<file path="src/rtl/sstx_pkg.sv">
// Package: shared types for the synchronous slave transmitter.
// Assumes nothing beyond IEEE 1800-2017 enum support.
package sstx_pkg;

    // Source of the word loaded into the shift register in a cycle.
    typedef enum logic [1:0] {
        SRC_NONE  = 2'd0,
        SRC_HOLD  = 2'd1,
        SRC_WRITE = 2'd2
    } load_src_e;

    // Default payload width of one word, without the optional ninth bit.
    localparam int SSTX_DATA_W = 8;

endpackage

</file>
<file path="src/rtl/sstx_edge_sync.sv">
// Brings the remote shift clock into the system clock domain and emits a
// one-cycle pulse for each falling edge. Assumes the system clock is at
// least four times the shift clock, so no edge is missed.
module sstx_edge_sync #(
    parameter int STAGES = 2
) (
    input  logic clk,
    input  logic rst_n,
    input  logic ext_clk,
    output logic fall_o
);

    logic [STAGES-1:0] sync_q;
    logic              prev_q;

    // Synchroniser chain plus one delay flop for edge detection.
    always_ff @(posedge clk) begin
        if (!rst_n) begin
            sync_q <= '1;
            prev_q <= 1'b1;
        end else begin
            sync_q <= {sync_q[STAGES-2:0], ext_clk};
            prev_q <= sync_q[STAGES-1];
        end
    end

    assign fall_o = prev_q & ~sync_q[STAGES-1];

endmodule

</file>
<file path="src/rtl/sstx_hold.sv">
// One-word holding register in front of the shifter. It keeps the word and
// its length flag until the controller takes it. A write into a full
// register that is not being emptied in the same cycle is dropped.
module sstx_hold #(
    parameter int DATA_W = 8
) (
    input  logic          clk,
    input  logic          rst_n,
    input  logic          clear,
    input  logic          wr,
    input  logic [DATA_W:0] wr_word,
    input  logic          wr_ninth,
    input  logic          take,
    output logic          full_o,
    output logic [DATA_W:0] word_o,
    output logic          ninth_o
);

    logic            full_q;
    logic [DATA_W:0] word_q;
    logic            ninth_q;

    // Occupancy flag: set by write, cleared by take or abort.
    always_ff @(posedge clk) begin
        if (!rst_n || clear) begin
            full_q <= 1'b0;
        end else if (wr) begin
            full_q <= 1'b1;
        end else if (take) begin
            full_q <= 1'b0;
        end
    end

    // Payload capture on an accepted write.
    always_ff @(posedge clk) begin
        if (!rst_n) begin
            word_q  <= '0;
            ninth_q <= 1'b0;
        end else if (wr) begin
            word_q  <= wr_word;
            ninth_q <= wr_ninth;
        end
    end

    assign full_o  = full_q;
    assign word_o  = word_q;
    assign ninth_o = ninth_q;

endmodule

</file>
<file path="src/rtl/sstx_shifter.sv">
// Transmit shift register. Presents one bit per falling edge of the shift
// clock, least significant first, and holds the line high when idle.
// need_o marks a cycle in which it can take a word: either idle, or on the
// falling edge that ends the last bit. A word loaded on that edge presents
// its bit 0 at once; a word loaded while idle waits for the next edge.
module sstx_shifter #(
    parameter int DATA_W = 8
) (
    input  logic            clk,
    input  logic            rst_n,
    input  logic            clear,
    input  logic            fall,
    input  logic            load,
    input  logic [DATA_W:0] ld_word,
    input  logic            ld_ninth,
    output logic            busy_o,
    output logic            need_o,
    output logic            ser_o
);

    localparam int CW = $clog2(DATA_W + 2);

    logic            busy_q;
    logic            out_q;
    logic [DATA_W:0] sh_q;
    logic [CW-1:0]   left_q;
    logic [CW-1:0]   ld_bits;
    logic            finishing;

    assign ld_bits   = ld_ninth ? CW'(DATA_W + 1) : CW'(DATA_W);
    assign finishing = busy_q & fall & (left_q == '0);

    // Shift state: load, present the next bit on each falling edge, retire.
    always_ff @(posedge clk) begin
        if (!rst_n || clear) begin
            busy_q <= 1'b0;
            out_q  <= 1'b1;
            sh_q   <= '0;
            left_q <= '0;
        end else if (load && finishing) begin
            out_q  <= ld_word[0];
            sh_q   <= ld_word >> 1;
            left_q <= ld_bits - 1'b1;
        end else if (load) begin
            busy_q <= 1'b1;
            sh_q   <= ld_word;
            left_q <= ld_bits;
        end else if (finishing) begin
            busy_q <= 1'b0;
            out_q  <= 1'b1;
        end else if (busy_q && fall) begin
            out_q  <= sh_q[0];
            sh_q   <= sh_q >> 1;
            left_q <= left_q - 1'b1;
        end
    end

    assign busy_o = busy_q;
    assign need_o = ~busy_q | finishing;
    assign ser_o  = out_q;

endmodule

</file>
<file path="src/rtl/sync_slave_tx.sv">
// Synchronous slave serial transmitter top. Decodes the enable conditions,
// routes writes either straight into an idle shifter or into the holding
// register, hands a waiting word over when the shifter ends a word, and
// derives the empty flag and interrupt request. Assumes ext_clk is at most
// a quarter of the clk rate.
module sync_slave_tx #(
    parameter int DATA_W    = sstx_pkg::SSTX_DATA_W,
    parameter int SYNC_STGS = 2
) (
    input  logic              clk,
    input  logic              rst_n,
    input  logic              port_en,
    input  logic              sync_mode,
    input  logic              clk_src_master,
    input  logic              rx_single_en,
    input  logic              rx_cont_en,
    input  logic              tx_en,
    input  logic              nine_bit_en,
    input  logic              bit9_in,
    input  logic              int_en,
    input  logic              wr_valid,
    input  logic [DATA_W-1:0] wr_data,
    input  logic              ext_clk,
    output logic              ser_out,
    output logic              buf_empty,
    output logic              irq
);

    import sstx_pkg::*;

    logic            active;
    logic            wr_ok;
    logic            ext_fall;
    logic            hold_full;
    logic [DATA_W:0] hold_word;
    logic            hold_ninth;
    logic            hold_take;
    logic            hold_wr;
    logic            sh_busy;
    logic            sh_need;
    logic            sh_load;
    logic [DATA_W:0] sh_word;
    logic            sh_ninth;
    logic [DATA_W:0] wr_word;
    load_src_e       src;

    // Enable decode: slave synchronous transmit with receive off.
    assign active = port_en & sync_mode & ~clk_src_master &
                    ~rx_single_en & ~rx_cont_en & tx_en;
    assign wr_ok  = wr_valid & active;
    assign wr_word = {bit9_in & nine_bit_en, wr_data};

    sstx_edge_sync #(.STAGES(SYNC_STGS)) u_sync (
        .clk     (clk),
        .rst_n   (rst_n),
        .ext_clk (ext_clk),
        .fall_o  (ext_fall)
    );

    // Load source select: waiting word first, then a direct write to idle.
    always_comb begin
        if (hold_full && sh_need) begin
            src = SRC_HOLD;
        end else if (wr_ok && !sh_busy && !hold_full) begin
            src = SRC_WRITE;
        end else begin
            src = SRC_NONE;
        end
    end

    assign hold_take = (src == SRC_HOLD);
    assign hold_wr   = wr_ok & (src != SRC_WRITE) & (~hold_full | hold_take);
    assign sh_load   = (src != SRC_NONE);
    assign sh_word   = (src == SRC_HOLD) ? hold_word : wr_word;
    assign sh_ninth  = (src == SRC_HOLD) ? hold_ninth : nine_bit_en;

    sstx_hold #(.DATA_W(DATA_W)) u_hold (
        .clk      (clk),
        .rst_n    (rst_n),
        .clear    (~active),
        .wr       (hold_wr),
        .wr_word  (wr_word),
        .wr_ninth (nine_bit_en),
        .take     (hold_take),
        .full_o   (hold_full),
        .word_o   (hold_word),
        .ninth_o  (hold_ninth)
    );

    sstx_shifter #(.DATA_W(DATA_W)) u_shift (
        .clk      (clk),
        .rst_n    (rst_n),
        .clear    (~active),
        .fall     (ext_fall),
        .load     (sh_load),
        .ld_word  (sh_word),
        .ld_ninth (sh_ninth),
        .busy_o   (sh_busy),
        .need_o   (sh_need),
        .ser_o    (ser_out)
    );

    // Flag and interrupt request from holding register occupancy.
    assign buf_empty = ~hold_full;
    assign irq       = ~hold_full & int_en;

endmodule

</file>
<file path="config.mk">
export PLATFORM = sky130hd
export DESIGN_NAME = sync_slave_tx
export DESIGN_NICKNAME = d
export VERILOG_FILES = /design/src/rtl/sstx_pkg.sv /design/src/rtl/sstx_edge_sync.sv /design/src/rtl/sstx_hold.sv /design/src/rtl/sstx_shifter.sv /design/src/rtl/sync_slave_tx.sv
export SDC_FILE = /design/constraint.sdc
export NUM_CORES = 1
export LEC_CHECK = 0
export BUFFER_PORTS_ARGS = -buffer_cell sky130_fd_sc_hd__buf_2
export CAP_MARGIN = 20
export CORE_ASPECT_RATIO = 1.1
export CORE_MARGIN = 3
export CORE_UTILIZATION = 50
export DETAILED_ROUTE_END_ITERATION = 12
export GPL_ROUTABILITY_DRIVEN = 1
export GPL_TIMING_DRIVEN = 0
export HOLD_SLACK_MARGIN = 0.03
export PLACE_DENSITY = 0.8
export SLEW_MARGIN = 30
export SYNTH_ARGS = -nofsm -noshare
export SYNTH_HDL_FRONTEND = slang
export SYNTH_SLANG_ARGS = --single-unit
</file>
<file path="constraint.sdc">
create_clock -name clk -period 5.74 [get_ports clk]
set_input_delay 0.861 -clock clk [delete_from_list [all_inputs] [get_ports clk]]
set_output_delay 0.861 -clock clk [all_outputs]
set_load 0.03 [all_outputs]
</file>
* After elaboration in Yosys (flattened, before gate mapping) *
Index checks and enable logic that the tools add are counted.

storage, ports and cells
  output and inout bits = 3
  register bits = 29
  word-level logic and storage cells = 82

cells by class
  equal/unequal tests = 5
  bitwise gates (word level) = 23
  multiplexer cells = 21
  add/sub/neg operators = 2
  reductions and logical operators = 21

operators with widths
  cell                                                                      count
  9-bit 2-to-1 mux                                                          4
  4-bit 2-to-1 mux                                                          4
  1-bit AND                                                                 13
  1-bit 2-to-1 mux                                                          10
  8-bit 2-to-1 mux                                                          1
  1-bit inverter                                                            8
  2-bit AND reduction                                                       4
  2-bit nonzero test                                                        4
  4-bit by 1-bit subtractor with 4-bit output (second input constant)       2
  3-bit nonzero test                                                        2
  1-bit logical AND                                                         5
  4-bit zero test                                                           1
  2-bit 2-to-1 mux                                                          2
  2-bit inequality test (second input constant)                             2
  1-bit zero test                                                           3
  3-bit by 2-bit inequality test with 1-bit output (second input constant)  1
  2-bit by 1-bit equality test with 1-bit output (second input constant)    1
  2-bit by 1-bit inequality test with 1-bit output (second input constant)  1
  1-bit OR                                                                  2
  2-bit OR reduction                                                        1
  1-bit logical OR                                                          1

* Depth between registers and ports, before layout *
  depth in word-level cells = 15
  mapped depth = 11

* Modules after synthesis *
Synthesis repeated with hierarchy kept, for this count alone.

unflattened totals
  cell total of the unflattened synthesis = 180
  area, all modules = 1740.4 µm²

modules (own cells, without submodules)
  module          area an instance (µm²)  times used  cells each  seq. area each (µm²)
  sstx_shifter    994.7                   1           114         300.3
  sstx_hold       417.9                   1           36          220.2
  sync_slave_tx   242.7                   1           23          0.0
  sstx_edge_sync  85.1                    1           7           60.1

* Least setup slack after synthesis *
OpenSTA, ideal clock, no wires.

  kind = input-to-reg
  start = input port rx_single_en
  end = register u_shift.out_q, in the netlist u_shift.ser_o
  data arrival time = 2.522 ns
  path slack = 3.093 ns
  cell stages on the path = 9
  data required time = 5.615 ns
  path through = and4bb_2 -> and2_4 -> nor2_8 -> inv_2 -> ha_1 -> clkbuf_1 -> clkbuf_1 -> a2111oi_0 -> nand3b_1

on the way
  longest elaborated chain between the ends = 13

RTL lines
  item                                                                          RTL line             text
  start: declaration                                                            sync_slave_tx.sv:15  input logic rx_single_en,
  1-bit inverter (*)                                                            sync_slave_tx.sv:49  ~rx_single_en & ~rx_cont_en & tx_en;
  1-bit AND (*)                                                                 sync_slave_tx.sv:48  assign active = port_en & sync_mode & ~clk_src_master &
  1-bit AND (*) (2 in series)                                                   sync_slave_tx.sv:49
  1-bit AND (*)                                                                 sync_slave_tx.sv:50  assign wr_ok = wr_valid & active;
  1-bit logical AND (*) (2 in series)                                           sync_slave_tx.sv:64  end else if (wr_ok && !sh_busy && !hold_full) begin
  2-bit 2-to-1 mux (*)                                                          sync_slave_tx.sv:64
  2-bit 2-to-1 mux (*)                                                          sync_slave_tx.sv:62  if (hold_full && sh_need) begin
  2-bit nonzero test (*)                                                        sync_slave_tx.sv:73  assign sh_load = (src != SRC_NONE);
  named net sh_load                                                             sync_slave_tx.sv:41  logic sh_load;
  1-bit logical AND                                                             sstx_shifter.sv:40   end else if (load && finishing) begin
  2-bit inequality test (no source line) or 3-bit nonzero test (tied branches)  -
  2-bit AND reduction (no source line)                                          -
  end signal: assignment                                                        sstx_shifter.sv:41   out_q <= ld_word[0];
  end signal: assignment                                                        sstx_shifter.sv:52   out_q <= sh_q[0];
  end: declaration                                                              sstx_shifter.sv:24   logic out_q;

Mark *: on every way through the listed nets, which the timed path passes. The rest lies on a longest branch.
A chain may end at the register's enable or synchronous reset.

* Worst setup path after layout *
  start = register u_shift.left_q[0]
  end = register u_shift.out_q, in the netlist u_shift.ser_o

on the way
  longest elaborated chain between the ends = 9

RTL lines
  item                                                                          RTL line             text
  start: declaration                                                            sstx_shifter.sv:26   logic [CW-1:0] left_q;
  start signal: assignment                                                      sstx_shifter.sv:43   left_q <= ld_bits - 1'b1;
  start signal: assignment                                                      sstx_shifter.sv:47   left_q <= ld_bits;
  start signal: assignment                                                      sstx_shifter.sv:54   left_q <= left_q - 1'b1;
  4-bit zero test (*)                                                           sstx_shifter.sv:31   assign finishing = busy_q & fall & (left_q == '0);
  1-bit AND (*)                                                                 sstx_shifter.sv:31
  1-bit OR (*)                                                                  sstx_shifter.sv:59   assign need_o = ~busy_q | finishing;
  1-bit logical AND (*)                                                         sync_slave_tx.sv:62
  2-bit 2-to-1 mux (*)                                                          sync_slave_tx.sv:62
  2-bit nonzero test (*)                                                        sync_slave_tx.sv:73
  named net sh_load                                                             sync_slave_tx.sv:41
  1-bit logical AND                                                             sstx_shifter.sv:40
  2-bit inequality test (no source line) or 3-bit nonzero test (tied branches)  -
  2-bit AND reduction (no source line)                                          -

Mark *: on every way through the listed nets, which the timed path passes. The rest lies on a longest branch. The select of a mux whose other input is x is not followed.

==> metrics <==
die height 67.1 µm; total number of yosys warnings 0; Routed Antenna Nets 0; CP endpoint kind flip-flop; crit path launch u_shift.left_q[0]; detailed router's first-iteration violation count 67; total gr overflow 0; Mapped Area 1700 µm²; via count 1479; pin count of the biggest net entering global routing 12; async set-reset flop share out of synthesis 0%; Seq cells post-synth 29; Clock Pin Slew Worst Setup and Hold Paths 0.10 ns; Final Setup Violations 0; leakage 0.853 nW; TritonCTS clock tree done; DRT Wirelength 3.73 mm; cts bufs inserted 5; vias per cell 5.94; CP cell instances inv_1 -> ha_1 -> nor3b_4 -> a31o_2 -> nor2_8 -> inv_2 -> ha_1 -> clkbuf_1 -> clkbuf_1 -> a2111oi_0 -> nand3b_1; Worst-Margin Slew 0.462 ns; critical path peak fanout 11; Worst slew margin 69.2%; CTS Buffer Depth 2; power density of the placed cells 191 nW/µm²; post-DP HPWL 2.57 mm; period utilisation layout 53.3%; global-route wire length before repair 6.27 mm; layout cell share with drive strength beyond 1 24.2%; gp weighted congestion 0.807; power after layout 0.368 mW; total track usage 20.5%; Final Critical Period 3.06 ns; RSZ-0062 raised after global routing false; VDD IR max 130 µV; Reg2Reg Depth 11; H-tree depth 2; cts hold-fix bufs 0; max cap viols 0; Antenna Cells 0; # clock sinks 29; CTS root buf clkbuf_4; commonest non-fill, non-tap cell in the layout dfxtp_1; average cell area after synthesis 9.23 µm²; max incr delay on CP 0.43 ns; Seq/Total Area, Yosys 34.2%; Area Growth Syn to Fin 13.4%; Crit-path slowest cell nor3b_4; Worst setup endpoint u_shift.ser_o; Starting Density 53.8%; Netlist cell types 44; Final Hold Fails 0; PortBufs 23; initial antenna violation count 0; Post-Syn Nets 209; fmax 0.327 GHz; num ports 24; crit path kind flip-flop to flip-flop; Horiz. Die Dim 61.6 µm; DRC violations left 0; Core Area 3150 µm²; clk_lat worst skew 0.33 ns; top_reg_cell synth dfxtp_1; reg2reg setup slack 2.68 ns; Critical Path RT 5.96 ns; Syn Inst Count 184; RR Endpoint u_shift.ser_o; startpoint types flip-flop; Total Nets Final 239; reg2reg start u_shift.left_q[0]; Slew Viols, Final 0; FP Rows 21; post-CTS setup buffer count 0; post-CTS resize count 0; TNS Setup 0 ns; number of flops mapped to enable cells by yosys 0; critical path arrival 3.28 ns; Pre-Repair DR Iteration Count 5; clk_skew 0.00985 ns; vias in the first global route 1343; HP Class flip-flop to flip-flop; most frequent cells in the layout 29 x dfxtp_1, 25 x buf_2, 20 x mux2i_1; status finished clean; die area 4130 µm²; routed len/inst 15.0 µm
==> cell type report <==
class | instances | area (µm²)
Clock inverter | 1 | 5.00
Fill cell | 289 | 1230
Clock buffer | 7 | 65.1
Multi-Input combinational cell | 139 | 1040
Sequential cell | 29 | 581
Timing Repair Buffer | 23 | 115
Buffer | 10 | 58.8
Inverter | 6 | 22.5
Tap cell | 34 | 42.5
==> power breakdown <==
part | leakage, nW | switching [mW] | internal, mW | total [mW]
Clock | 0.0413 | 0.0732 | 0.0709 | 0.144
Combinational | 0.577 | 0.0109 | 0.0107 | 0.0216
Sequential | 0.234 | 0.000293 | 0.202 | 0.202
==> how the worst min path moves through the flow <==
stage	startpoint	endpoint	slack, ns	cells after the start
finish	u_sync.sync_q[0]	u_sync.sync_q[1]	0.42	1
global route	u_sync.sync_q[0]	u_sync.sync_q[1]	0.44	1
CTS	u_sync.sync_q[0]	u_sync.sync_q[1]	0.42	1
detailed placement	u_sync.sync_q[0]	u_sync.sync_q[1]	0.40	1
global placement	u_sync.sync_q[0]	u_sync.sync_q[1]	0.40	1
floorplan	u_sync.sync_q[0]	u_sync.sync_q[1]	0.39	1
==> metal layers <==
| metal | up-vias | wire, µm | track usage (%) |
|---|---|---|---|
| met5 | - | 0 | 0 |
| li1 | 738 | - | - |
| met1 | 693 | 1790 | 28.7 |
| met3 | 9 | 165 | 6.01 |
| met2 | 39 | 1710 | 29.7 |
| met4 | 0 | 58 | 7.16 |
==> cells in the mapped netlist, types with 3 or more instances <==
cell type,count,area (µm²)
o21ai_0,15,75.1
nand2b_1,5,31.3
clkbuf_1,6,22.5
a21oi_1,14,70.1
dfxtp_1,29,581
inv_1,5,18.8
nor2_1,13,48.8
o21a_1,8,60.1
nor4_1,3,18.8
mux2i_1,20,200
ha_1,4,50.1
nor2b_1,12,75.1
a221o_2,6,67.6
nand3_1,3,15.0
==> metrics by stage <==
step                      worst slack (ns)  hold slack (ns)  util, %  area (µm²)  std cells
final                                 2.68            0.421     61.1        1930        249
after global routing                  2.43            0.444     61.1        1930        249
after CTS                             2.72            0.424     61.1        1930        249
after detailed placement              2.66            0.404     58.8        1860        241
after global placement                2.68            0.404     58.8        1860        241
after floorplan                       3.09            0.386        -        1700        184
==> cells by family after synthesis <==
logic type                 after synthesis  share of synthesized area, %
and+or+nand+nor                         57                          22.3
muxes                                   20                          11.8
AOI/OAI and AO/OA                       57                          23.4
DFF                                     29                          34.2
adders and majority gates                4                          2.95
buffers and inverters                   16                          4.79
xor gates and xnor gates                 1                         0.516
==> state kept, by name (all words and copies together), names as in the netlist <==
register,count
u_hold.ninth_o,1
u_hold.word_o,9
u_sync.sync_q,2
u_hold.full_o,1
u_sync.prev_q,1
u_shift.ser_o,1
u_shift.busy_o,1
u_shift.left_q,4
u_shift.sh_q,9
==> worst max-delay path: cells and delay by family, from the launching register on <==
family / cells / cell delay (ns)
flip-flops: 1 / 0.35
AO/OA/AOI/OAI: 2 / 0.53
adder cells (fa/ha/maj): 2 / 0.42
AND/OR/NAND/NOR: 3 / 0.67
buffers and inverters: 4 / 0.97
Note: power is estimated with default switching activity, not from simulation.
